$ cat config.mk
export PLATFORM = sky130hd
export DESIGN_NAME = mgmt_phy_responder
export DESIGN_NICKNAME = d
export VERILOG_FILES = /design/src/rtl/phy_mgmt_pkg.sv /design/src/rtl/mdio_frame_dec.sv /design/src/rtl/phy_regfile.sv /design/src/rtl/mgmt_phy_responder.sv
export SDC_FILE = /design/constraint.sdc
export NUM_CORES = 1
export LEC_CHECK = 0
export ABC_AREA = 1
export BUFFER_PORTS_ARGS = -buffer_cell sky130_fd_sc_hd__clkbuf_2
export CAP_MARGIN = 10
export CORE_MARGIN = 5
export CORE_UTILIZATION = 50
export DETAILED_ROUTE_END_ITERATION = 10
export PLACE_DENSITY = 0.71
export SYNTH_ARGS = -nofsm -noshare
export SYNTH_HDL_FRONTEND = slang
export SYNTH_SLANG_ARGS = --single-unit
export TNS_END_PERCENT = 100
$ cat constraint.sdc
create_clock -name clk -period 2.35 [get_ports clk]
set_input_delay 0.3525 -clock clk [delete_from_list [all_inputs] [get_ports clk]]
set_output_delay 0.3525 -clock clk [all_outputs]
set_load 0.01 [all_outputs]
$ cat src/rtl/phy_mgmt_pkg.sv
package phy_mgmt_pkg;

  localparam int PHY_AW = 5;

  typedef enum logic [2:0] {
    FR_PRE, FR_SOF, FR_OPC, FR_PHY, FR_REG, FR_TA, FR_DATA
  } frame_st_t;

  localparam logic [1:0] OPC_WRITE = 2'b01;
  localparam logic [1:0] OPC_READ  = 2'b10;

  localparam int IDX_STATUS  = 1;
  localparam int IDX_ADV     = 4;
  localparam int IDX_PARTNER = 5;
  localparam int IDX_VENDOR  = 17;
  localparam int IDX_DIAG    = 18;

  localparam logic [15:0] STATUS_UP    = 16'h782E;
  localparam logic [15:0] PARTNER_BASE = 16'h4001;
  localparam logic [15:0] ADV_MODES    = 16'h01E0;
  localparam logic [15:0] VENDOR_VAL   = 16'h8000;

  function automatic logic [15:0] reg_reset_val(input int idx);
    case (idx)
      0:       return 16'h3100;
      2:       return 16'h0300;
      3:       return 16'hE400;
      4:       return 16'h01E1;
      default: return 16'h0000;
    endcase
  endfunction

endpackage

$ cat src/rtl/mdio_frame_dec.sv
module mdio_frame_dec
  import phy_mgmt_pkg::*;
#(
  parameter int PHY_ADDR = 7,
  parameter int PRE_LEN  = 32,
  parameter int DW       = 16,
  parameter int AW       = 5
) (
  input  logic          clk,
  input  logic          rst_n,
  input  logic          tick,
  input  logic          bit_in,
  input  logic [DW-1:0] rd_data,
  output logic [AW-1:0] reg_addr,
  output logic          wr_en,
  output logic [DW-1:0] wr_data,
  output logic          mdio_out,
  output logic          mdio_oe
);
  localparam int CMAX = (PRE_LEN > DW) ? PRE_LEN : DW;
  localparam int CW   = $clog2(CMAX + 1);

  frame_st_t         st;
  logic [CW-1:0]     cnt;
  logic [1:0]        op_q;
  logic [PHY_AW-1:0] phy_q;
  logic [AW-1:0]     reg_q;
  logic [DW-1:0]     sh;
  logic              addr_hit, rd_go, wr_go;

  assign addr_hit = (phy_q == PHY_AW'(PHY_ADDR));
  assign rd_go    = addr_hit && (op_q == OPC_READ);
  assign wr_go    = addr_hit && (op_q == OPC_WRITE);
  assign reg_addr = reg_q;
  assign wr_data  = sh;

  always_ff @(posedge clk) begin
    if (!rst_n) begin
      st       <= FR_PRE;
      cnt      <= '0;
      op_q     <= '0;
      phy_q    <= '0;
      reg_q    <= '0;
      sh       <= '0;
      wr_en    <= 1'b0;
      mdio_oe  <= 1'b0;
      mdio_out <= 1'b1;
    end else begin
      wr_en <= 1'b0;
      if (tick) begin
        case (st)
          FR_PRE: begin
            if (bit_in) begin
              if (cnt != CW'(PRE_LEN)) cnt <= cnt + 1'b1;
            end else if (cnt == CW'(PRE_LEN)) begin
              st  <= FR_SOF;
              cnt <= '0;
            end else begin
              cnt <= '0;
            end
          end
          FR_SOF: begin
            st  <= bit_in ? FR_OPC : FR_PRE;
            cnt <= '0;
          end
          FR_OPC: begin
            op_q <= {op_q[0], bit_in};
            if (cnt == CW'(1)) begin st <= FR_PHY; cnt <= '0; end
            else cnt <= cnt + 1'b1;
          end
          FR_PHY: begin
            phy_q <= {phy_q[PHY_AW-2:0], bit_in};
            if (cnt == CW'(PHY_AW-1)) begin st <= FR_REG; cnt <= '0; end
            else cnt <= cnt + 1'b1;
          end
          FR_REG: begin
            reg_q <= {reg_q[AW-2:0], bit_in};
            if (cnt == CW'(AW-1)) begin st <= FR_TA; cnt <= '0; end
            else cnt <= cnt + 1'b1;
          end
          FR_TA: begin
            if (cnt == '0) begin
              cnt <= CW'(1);
              if (rd_go) begin
                mdio_oe  <= 1'b1;
                mdio_out <= 1'b0;
              end
            end else begin
              st  <= FR_DATA;
              cnt <= '0;
              if (rd_go) begin
                mdio_out <= rd_data[DW-1];
                sh       <= {rd_data[DW-2:0], 1'b0};
              end
            end
          end
          FR_DATA: begin
            if (rd_go) begin
              mdio_out <= sh[DW-1];
              sh       <= {sh[DW-2:0], 1'b0};
            end else begin
              sh <= {sh[DW-2:0], bit_in};
            end
            if (cnt == CW'(DW-1)) begin
              st       <= FR_PRE;
              cnt      <= '0;
              mdio_oe  <= 1'b0;
              mdio_out <= 1'b1;
              wr_en    <= wr_go;
            end else begin
              cnt <= cnt + 1'b1;
            end
          end
          default: begin
            st  <= FR_PRE;
            cnt <= '0;
          end
        endcase
      end
    end
  end

  AST_PRE_BOUND: assert property (@(posedge clk) disable iff (!rst_n)
    (st == FR_PRE) |-> (cnt <= CW'(PRE_LEN)));
  AST_OE_WINDOW: assert property (@(posedge clk) disable iff (!rst_n)
    mdio_oe |-> (st == FR_TA || st == FR_DATA));
  AST_TA_LOW: assert property (@(posedge clk) disable iff (!rst_n)
    (mdio_oe && st == FR_TA) |-> !mdio_out);
  AST_NO_FOREIGN_DRIVE: assert property (@(posedge clk) disable iff (!rst_n)
    mdio_oe |-> (phy_q == PHY_AW'(PHY_ADDR) && op_q == OPC_READ));
  AST_WR_PULSE: assert property (@(posedge clk) disable iff (!rst_n)
    wr_en |=> !wr_en);
  AST_WR_AT_END: assert property (@(posedge clk) disable iff (!rst_n)
    wr_en |-> (st == FR_PRE && !mdio_oe));

endmodule

$ cat src/rtl/phy_regfile.sv
module phy_regfile
  import phy_mgmt_pkg::*;
#(
  parameter int NREG = 32,
  parameter int DW   = 16,
  parameter int AW   = $clog2(NREG)
) (
  input  logic          clk,
  input  logic          rst_n,
  input  logic          link_up,
  input  logic          wr_en,
  input  logic [AW-1:0] addr,
  input  logic [DW-1:0] wr_data,
  output logic [DW-1:0] rd_data
);
  logic [DW-1:0] mem [NREG];
  logic [DW-1:0] adv;
  logic          diag_spd, diag_dup;

  always_ff @(posedge clk) begin
    if (!rst_n) begin
      for (int i = 0; i < NREG; i++) mem[i] <= DW'(reg_reset_val(i));
    end else if (wr_en) begin
      mem[addr] <= wr_data;
    end
  end

  assign adv      = mem[IDX_ADV];
  assign diag_spd = adv[7] | adv[8];
  assign diag_dup = adv[8] | adv[6];

  always_comb begin
    case (addr)
      AW'(IDX_STATUS):  rd_data = link_up ? DW'(STATUS_UP) : '0;
      AW'(IDX_PARTNER): rd_data = DW'(PARTNER_BASE) | (adv & DW'(ADV_MODES));
      AW'(IDX_VENDOR):  rd_data = DW'(VENDOR_VAL);
      AW'(IDX_DIAG): begin
        rd_data     = '0;
        rd_data[10] = link_up & diag_spd;
        rd_data[11] = link_up & diag_dup;
      end
      default:          rd_data = mem[addr];
    endcase
  end

  AST_VENDOR_FIXED: assert property (@(posedge clk) disable iff (!rst_n)
    (wr_en && addr == AW'(IDX_VENDOR)) |=> (rd_data == DW'(VENDOR_VAL) || addr != AW'(IDX_VENDOR)));

endmodule

$ cat src/rtl/mgmt_phy_responder.sv
module mgmt_phy_responder #(
  parameter int PHY_ADDR = 7,
  parameter int PRE_LEN  = 32,
  parameter int NREG     = 32,
  parameter int DW       = 16
) (
  input  logic clk,
  input  logic rst_n,
  input  logic link_up,
  input  logic mdc,
  input  logic mdio_in,
  output logic mdio_out,
  output logic mdio_oe
);
  localparam int AW = $clog2(NREG);

  logic          mdc_q, tick;
  logic          wr_en;
  logic [AW-1:0] reg_addr;
  logic [DW-1:0] wr_data, rd_data;

  always_ff @(posedge clk) begin
    if (!rst_n) mdc_q <= 1'b0;
    else        mdc_q <= mdc;
  end
  assign tick = mdc & ~mdc_q;

  mdio_frame_dec #(
    .PHY_ADDR(PHY_ADDR), .PRE_LEN(PRE_LEN), .DW(DW), .AW(AW)
  ) u_dec (
    .clk(clk), .rst_n(rst_n), .tick(tick), .bit_in(mdio_in),
    .rd_data(rd_data), .reg_addr(reg_addr), .wr_en(wr_en),
    .wr_data(wr_data), .mdio_out(mdio_out), .mdio_oe(mdio_oe)
  );

  phy_regfile #(.NREG(NREG), .DW(DW), .AW(AW)) u_regs (
    .clk(clk), .rst_n(rst_n), .link_up(link_up), .wr_en(wr_en),
    .addr(reg_addr), .wr_data(wr_data), .rd_data(rd_data)
  );

  AST_OE_NEEDS_EDGE: assert property (@(posedge clk) disable iff (!rst_n)
    $rose(mdio_oe) |-> $past(tick));

endmodule

* Yosys cells after proc, flatten, opt, wreduce, memory -nomap -nowiden
Memories as Yosys holds them, arrays and structs flattened. A register that Yosys moved wholly into a read port is not among the register bits.
Index checks and enable logic that the tools add are counted.
Widths: inputs -> output; s select.
** Word-level totals
- Memory bits (writable) :: 512
- Memories kept :: 1
- Bits of input ports :: 5
- Word-level logic and storage cells :: 109
- Register bits after elaboration :: 41
- Output and inout port bits :: 2
** Memories
- u_regs.mem :: depth 32, bits a word 16, read ports 2, clocked after memory_dff 1, wr ports 32, line phy_regfile.sv:16 : logic [DW-1:0] mem [NREG];
** Operators by class
- Bitwise logic cells :: 6
- $add $sub $neg :: 1
- Reductions and logical operators :: 16
- Eq/ne operators :: 29
- Muxes and demuxes :: 46
** Operators by type and width (count)
- $mux 16 :: 8
- $pmux 16 s4 :: 1
- $pmux 16 s2 :: 1
- $mux 6 :: 5
- $pmux 6 s5 :: 1
- $mux 3 :: 7
- $pmux 3 s7 :: 1
- $reduce_or 16->1 :: 1
- $mux 1 :: 15
- $mux 15 :: 1
- $mux 5 :: 3
- $ne 2x1->1 const B :: 7
- $reduce_and 4->1 :: 3
- $eq 5x3->1 const B :: 2
- $eq 5x5->1 const B :: 2
- $eq 3x3->1 const B :: 3
- $reduce_and 2->1 :: 4
- $reduce_and 8->1 :: 1
- $add 6x1->6 const B :: 1
- $eq 3x2->1 const B :: 2
- $eq 6x1->1 const B :: 1
- $eq 6x3->1 const B :: 1
- $eq 6x4->1 const B :: 1
- $eq 6x6->1 const B :: 1
- other kinds (19) :: 25

* Longest topological paths before layout
Gate-level depths: netlist of the first run.
An unclocked memory read counts as a cell.
- Depth in word-level cells :: 7
- Mapped depth :: 15
- Mapped depth without buffers :: 13

* By module
Synthesis of the first run repeated with hierarchy kept, for this count alone.
** Unflattened totals
- Cells, all modules :: 3006
- Area total of the unflattened synthesis :: 26076.3 µm²
** Modules (own cells, without submodules)
- phy_regfile :: area an instance 23884.2 µm², instances 1, cells each 2682, sequential area each 15374.7 µm²
- mdio_frame_dec :: area an instance 2154.6 µm², instances 1, cells each 319, sequential area each 800.8 µm²
- mgmt_phy_responder :: area an instance 37.5 µm², instances 1, cells each 5, sequential area each 20.0 µm²

* Worst setup path before layout of the first run
Ideal clock, no wire load.
- Path type :: input to register
- Start :: in rst_n
- End :: mem u_regs.mem[30][0], enable pin
- Data arrival time :: 1772 ps
- Setup time :: 372 ps
- Data required time :: 1978 ps
- Stages on the path :: 6
- Slack :: 206 ps
- Path buffers :: 2
- Path through :: buf_2 > nand2_1 > nor3_4 > nand2_2 > buf_4 > nand2_1
** RTL lines
- start: declaration :: line mgmt_phy_responder.sv:8 : input logic rst_n,
- end: declaration :: line phy_regfile.sv:16

==> impl_metrics.yaml, run 1 <==
outcome:
  status: "finished clean"
routing:
  route.detailed.drc: 0
  drtIter0Drc: 2740
  routed_wl_um: 70600
  antenna_left: 0
  firstDrtPassIters: 6
  via_per_inst: 5.75
  wl_per_cell_um: 20.8
  routed-via-count: 19494
worst_hold_path:
  hold_depth: 3
  min_path_type: "in2reg"
place:
  dpl_worst_slack_ns: 0.277
  hpwl_um: 44300
  io_buffers: 6
  place_area_mm2: 0.0269
  gpl.final_weighted_congestion: 0.925
global_routing:
  first_global_vias: 18589
  grt_pass1_wl_um: 107000
  grtUsageTotal: 0.245
  antenna_found_initial: 0
  grt_overflow: 0
  grt_max_degree: 83
floorplan:
  std_cell_rows: 83
  die_y_um: 236
  die_w_um: 236
  initial_core_util: 0.502
  io-pin-count: 7
  coreArea_mm2: 0.0511
  die-area_mm2: 0.0559
final_layout:
  syn_to_final_growth_pct: 11.6
  fill_cells: 4379
  antenna_cells: 0
  nNetsFinal: 2675
  final_cell_mix: "nor2_1, edfxtp_1, nand2_1"
  stdcell_area_mm2: 0.0286
  layout_commonest_cell: "nor2_1"
  seqCellArea_mm2: 0.0163
  multi_input_area_mm2: 0.00773
  layout-drive-gt1-share: 0.104
yosys:
  synth_top_area_share: 0.600
  syn_nets: 2666
  avgSynthCellArea_um2: 9.64
  syn_inst: 2658
  ys_seq_area_frac: 0.636
  yosys_warnings: 0
  ys_ff_latch: 558
  synth_top_area_cell: "edfxtp_1"
  ys_types: 35
  synthTopCellsByArea: "edfxtp_1, nor2_1, nand2_1, nand3_1, dfxtp_1"
  synth_area_mm2: 0.0256
setup_path:
  endpoint_kind: "register"
  critical_path_required_ns: 2.86
  path_max_fanout: 66
  timing.reg2reg.worst_path_depth: 12
  crit_arrival_ns: 2.65
  crit_type: "reg2reg"
  cp-start-kind: "register"
timing:
  fin_skew_ns: 0.0262
  setup_ws_ns: 0.217
  timing.final.crit_share: 0.907
  setup_violations: 0
  setup_tns_ns: 0
  maxSlewViolCount: 0
  rsz0062_at_grt: "no"
  hold_violations: 0
  tightestPinTransition_ns: 0.792
  fin_crit_ns: 2.13
  clock.fmax_mhz: 469
  relSlewSlack: 0.469
cts:
  insertion_delay_ns: 0.63
  cts_made_buffers: 55
  clockBufferDepth: 3
  h-tree-depth: 2
  cts_setup_buffers: 0
  cts.repair.resized: 0
  cts-root-buf: "clkbuf_16"
  path_clk_slew_ns: 0.06
  cts_tree: "done"
  clock-sinks: 558
flow_run:
  maxCapViolCount: 0
power:
  power.leakage_nw: 9.84
  peakVddDrop_v: 0.000763
  powerDensity_mw_per_mm2: 709
cells in the mapped netlist:
library cell  count
nor2_1          783
edfxtp_1        512
nand2_1         324
nand3_1         237
o21ai_0         155
inv_1           150
clkbuf_1         99
o211ai_1         96
buf_2            71
a21oi_1          53
dfxtp_1          46
nand2_2          28
buf_4            19
buf_6             9
inv_2             8
nor3_1            8
o21ai_1           8
nor2_2            7
o221ai_1          7
a211oi_1          6
clkinv_1          6
buf_1             4
ha_1              3
nor3_4            3
a21oi_2           2
a31oi_1           2
nand4_1           2
nor2_4            2
o22ai_1           2
nand3b_1          1
nand4_2           1
nor3b_2           1
o211ai_2          1
o21ai_2           1
xor2_1            1
cell type report:
type,count,area share
flip-flops and latches,558,0.570
multi-input cells,1734,0.270
clock buffers,71,0.0510
repair buffers,154,0.0500
well taps,680,0.0297
inverters,164,0.0218
clock inverters,32,0.00722
worst paths after layout:
check                   startpoint               end  slack, ns
hold reg to reg   u_dec.wr_data[2]  u_dec.wr_data[2]       0.47
setup / recovery          register  u_dec.wr_data[3]       0.22
hold / removal             mdio_in     u_dec.op_q[0]       0.07
setup reg to reg          register  u_dec.wr_data[3]       0.22
logic make-up after synthesis:
kind of cell	after synthesis	share of synthesized area
AND/OR/NAND/NOR	1397	0.223
flip-flops	558	0.636
buffers and inverters	366	0.0625
AO/OA/AOI/OAI	333	0.0769
adder cells (fa/ha/maj)	3	0.00146
XOR/XNOR	1	0.000342
through the flow:
| stage | hold slack [ns] | utilization | power (mW) | std cells |
|---|---|---|---|---|
| after global placement | 0.452 | 0.527 | 12.1 | 3289 |
| after global routing | 0.0692 | 0.560 | 20.9 | 3393 |
| after CTS | 0.0319 | 0.560 | 20.3 | 3393 |
| after detailed placement | 0.457 | 0.527 | 12.2 | 3289 |
| final | 0.0746 | 0.560 | 20.3 | 3393 |
| after floorplan | 0.445 | - | 11.9 | 2658 |
state kept, by name, summed over array words and instances (netlist names), named ones only:
register        count
mdc_q               1
u_dec.cnt           6
u_dec.mdio_oe       1
u_dec.mdio_out      1
u_dec.op_q          2
u_dec.phy_q         5
u_dec.reg_addr      5
u_dec.st            3
u_dec.wr_data      16
u_dec.wr_en         1
u_regs.mem        512
routing by layer:
layer  GRT usage  up-vias  wire (um)
met3      0.0544      180       7100
met1       0.328     9412      27000
met4      0.0960        0       3000
li1            -     8935          -
met5           0        -          0
met2       0.394      967      33500
critical path, cell delays in order, from the launching register on:
cell	delay, ns
dfxtp_4	0.43
buf_4	0.19
buf_12	0.28
buf_4	0.24
nand2_1	0.07
o211ai_1	0.08
nand3_1	0.12
nand3_1	0.22
nand3_1	0.11
nand3_1	0.08
nand2_1	0.05
nand2_1	0.06
a21oi_1	0.06
power by group:
part / internal [mW] / leakage (nW) / total [mW] / switching, mW
registers: 11.2 / 5.22 / 11.4 / 0.125
logic: 0.176 / 3.81 / 0.590 / 0.414
clock network: 4.58 / 0.813 / 8.31 / 3.73
total: 16.0 / 9.84 / 20.3 / 4.27
what timing repair did:
item / in CTS / in global routing
hold endpoints to repair: 1 / 0
hold buffers: 1 / 0
endpoints found under the setup margin: 0 / 0
No activity file was read; power rests on OpenSTA's default activity.
==> run 2: changes to the inputs <==
--- a/config.mk
+++ b/config.mk
@@ -11,8 +11,10 @@
 export CORE_MARGIN = 5
 export CORE_UTILIZATION = 50
 export DETAILED_ROUTE_END_ITERATION = 10
+export GPL_ROUTABILITY_DRIVEN = 0
 export PLACE_DENSITY = 0.71
+export RECOVER_POWER = 25
 export SYNTH_ARGS = -nofsm -noshare
 export SYNTH_HDL_FRONTEND = slang
 export SYNTH_SLANG_ARGS = --single-unit
-export TNS_END_PERCENT = 100
+export TNS_END_PERCENT = 20
==> impl_metrics.yaml, run 2 (same netlist as run 1, synthesis figures left out) <==
setup_path:
  crit_arrival_ns: 2.48
  cp-start-kind: "register"
  crit_type: "reg2reg"
  path_max_fanout: 10
  crit_buf_inv: 2
  rr_startpoint: "u_dec.reg_addr[1]"
  critical-path-top-delay-family: "simple AND/OR/NAND/NOR gates"
  critPathMostFrequentCell: "nand2_1"
  reg2reg_setup_slack_ns: 0.18
  slowest_stage: "nor3_1"
  critical_path_required_ns: 2.66
  cp_cell_sequence: "inv_1, nor3_1, nand2_1, nand2_1, buf_4"
  endpoint_kind: "register"
  slowest_delay_ns: 0.53
  timing.reg2reg.worst_path_depth: 5
  r2r_end: "u_regs.mem[3][13]"
final_layout:
  layout-drive-gt1-share: 0.0951
  largest-register: "u_regs.mem"
  layout_commonest_cell: "nor2_1"
  nNetsFinal: 2675
  syn_to_final_growth_pct: 12.0
  largest_reg_flops: 512
  antenna_cells: 0
  final_cell_mix: "nor2_1, edfxtp_1, nand2_1"
  fill_cells: 4363
timing:
  clock.fmax_mhz: 462
  rsz0062_at_grt: "no"
  hold_slack_ns: 0.0414
  fin_crit_ns: 2.17
  setup_tns_ns: 0
  fin_skew_ns: 0.0285
  hold_violations: 0
  maxSlewViolCount: 0
  setup_violations: 0
  relSlewSlack: 0.184
  timing.final.crit_share: 0.922
  tightestPinTransition_ns: 1.22
cts:
  clockBufferDepth: 3
  cts_setup_buffers: 0
  cts-root-buf: "clkbuf_16"
  clock-sinks: 558
  insertion_delay_ns: 0.63
  cts_made_buffers: 57
  h-tree-depth: 2
  path_clk_slew_ns: 0.06
  cts_tree: "done"
  cts.repair.resized: 0
routing:
  via_per_inst: 5.75
  firstDrtPassIters: 6
  antenna_left: 0
  drtIter0Drc: 2844
  routed-via-count: 19498
  wl_per_cell_um: 20.6
  route.detailed.drc: 0
  routed_wl_um: 69800
floorplan:
  coreArea_mm2: 0.0511
  std_cell_rows: 83
  die_w_um: 236
  initial_core_util: 0.502
  io-pin-count: 7
  die_y_um: 236
  die-area_mm2: 0.0559
global_routing:
  antenna_found_initial: 0
  grt_pass1_wl_um: 107000
  grtUsageTotal: 0.244
  grt_overflow: 0
  first_global_vias: 18727
  grt_max_degree: 100
worst_hold_path:
  hold_depth: 3
  hold_path.startpoint: "mdio_in"
  min_path_type: "in2reg"
  worstHoldEndpoint: "u_dec.op_q[0]"
power:
  combPwrFrac: 0.027
  p_sw_frac: 0.204
  p_total_mw: 21.4
  p_seq_frac: 0.532
  switching_power_mw: 4.35
  power.leakage_nw: 9.87
  powerDensity_mw_per_mm2: 744
  peakVddDrop_v: 0.000619
  p_int_mw: 17.0
  clockPowerShare: 0.441
outcome:
  status: "finished clean"
place:
  hpwl_um: 43700
  io_buffers: 6
flow_run:
  maxCapViolCount: 0
==> run 2: cell type report <==
class | instances | area [um^2] | area share
sequential | 558 | 16300 | 0.568
multi-input combinational | 1734 | 7670 | 0.267
clock buffer | 86 | 1650 | 0.0573
timing repair buffer | 152 | 1320 | 0.0459
tap | 680 | 851 | 0.0296
inverter | 164 | 623 | 0.0217
clock inverter | 19 | 295 | 0.0103
==> run 2: power groups by stage <==
stage	combinational [mW]	sequential, mW	clock [mW]
floorplan	0.355	11.5	0
global placement	0.564	11.6	0
detailed placement	0.577	11.6	0
CTS	0.581	11.4	9.50
global route	0.640	11.4	9.90
finish	0.581	11.4	9.41
==> run 2: how the worst max path moves through the flow <==
| stage | startpoint | endpoint | slack, ns | cells past startpoint |
|---|---|---|---|---|
| 2_1_floorplan | rst_n | u_regs.mem[30][0] | 0.21 | 6 |
| 3_3_place_gp | rst_n | u_regs.mem[2][6] | 0.32 | 7 |
| 3_5_place_dp | rst_n | u_regs.mem[2][9] | 0.27 | 7 |
| 4_1_cts | register | u_dec.wr_data[8] | 0.32 | 12 |
| 5_1_grt | u_dec.reg_addr[4] | u_regs.mem[3][15] | 0.06 | 6 |
| 6_report | u_dec.reg_addr[1] | u_regs.mem[3][13] | 0.18 | 5 |
==> run 2: routing by layer <==
metal  share of wire  GRT usage  vias to the layer above
met5               0          0                        -
met4           0.041     0.0999                        0
met3           0.096     0.0431                      169
met2            0.48      0.392                      972
met1            0.39      0.332                     9412
li1                -          -                     8945
==> run 2: repair_timing <==
action                                  in CTS  in global routing
hold buffers                                 1                  0
endpoints found under the hold margin        1                  0
endpoints found under the setup margin       0                  0
==> run 2: worst register-to-register path: cells and delay by family, from the launching register on <==
| family | cells | cell delay [ns] |
|---|---|---|
| flops | 1 | 0.41 |
| buf+inv | 2 | 0.34 |
| simple gates | 3 | 1.11 |
==> run 2: stage by stage <==
stage	setup slack (ns)	instances	util	area (um^2)
final	0.183	3393	0.562	28700
after global routing	0.0609	3393	0.562	28700
after CTS	0.320	3393	0.565	28800
after global placement	0.319	3287	0.526	26900
after floorplan	0.206	2658	-	25600
after detailed placement	0.272	3287	0.526	26900
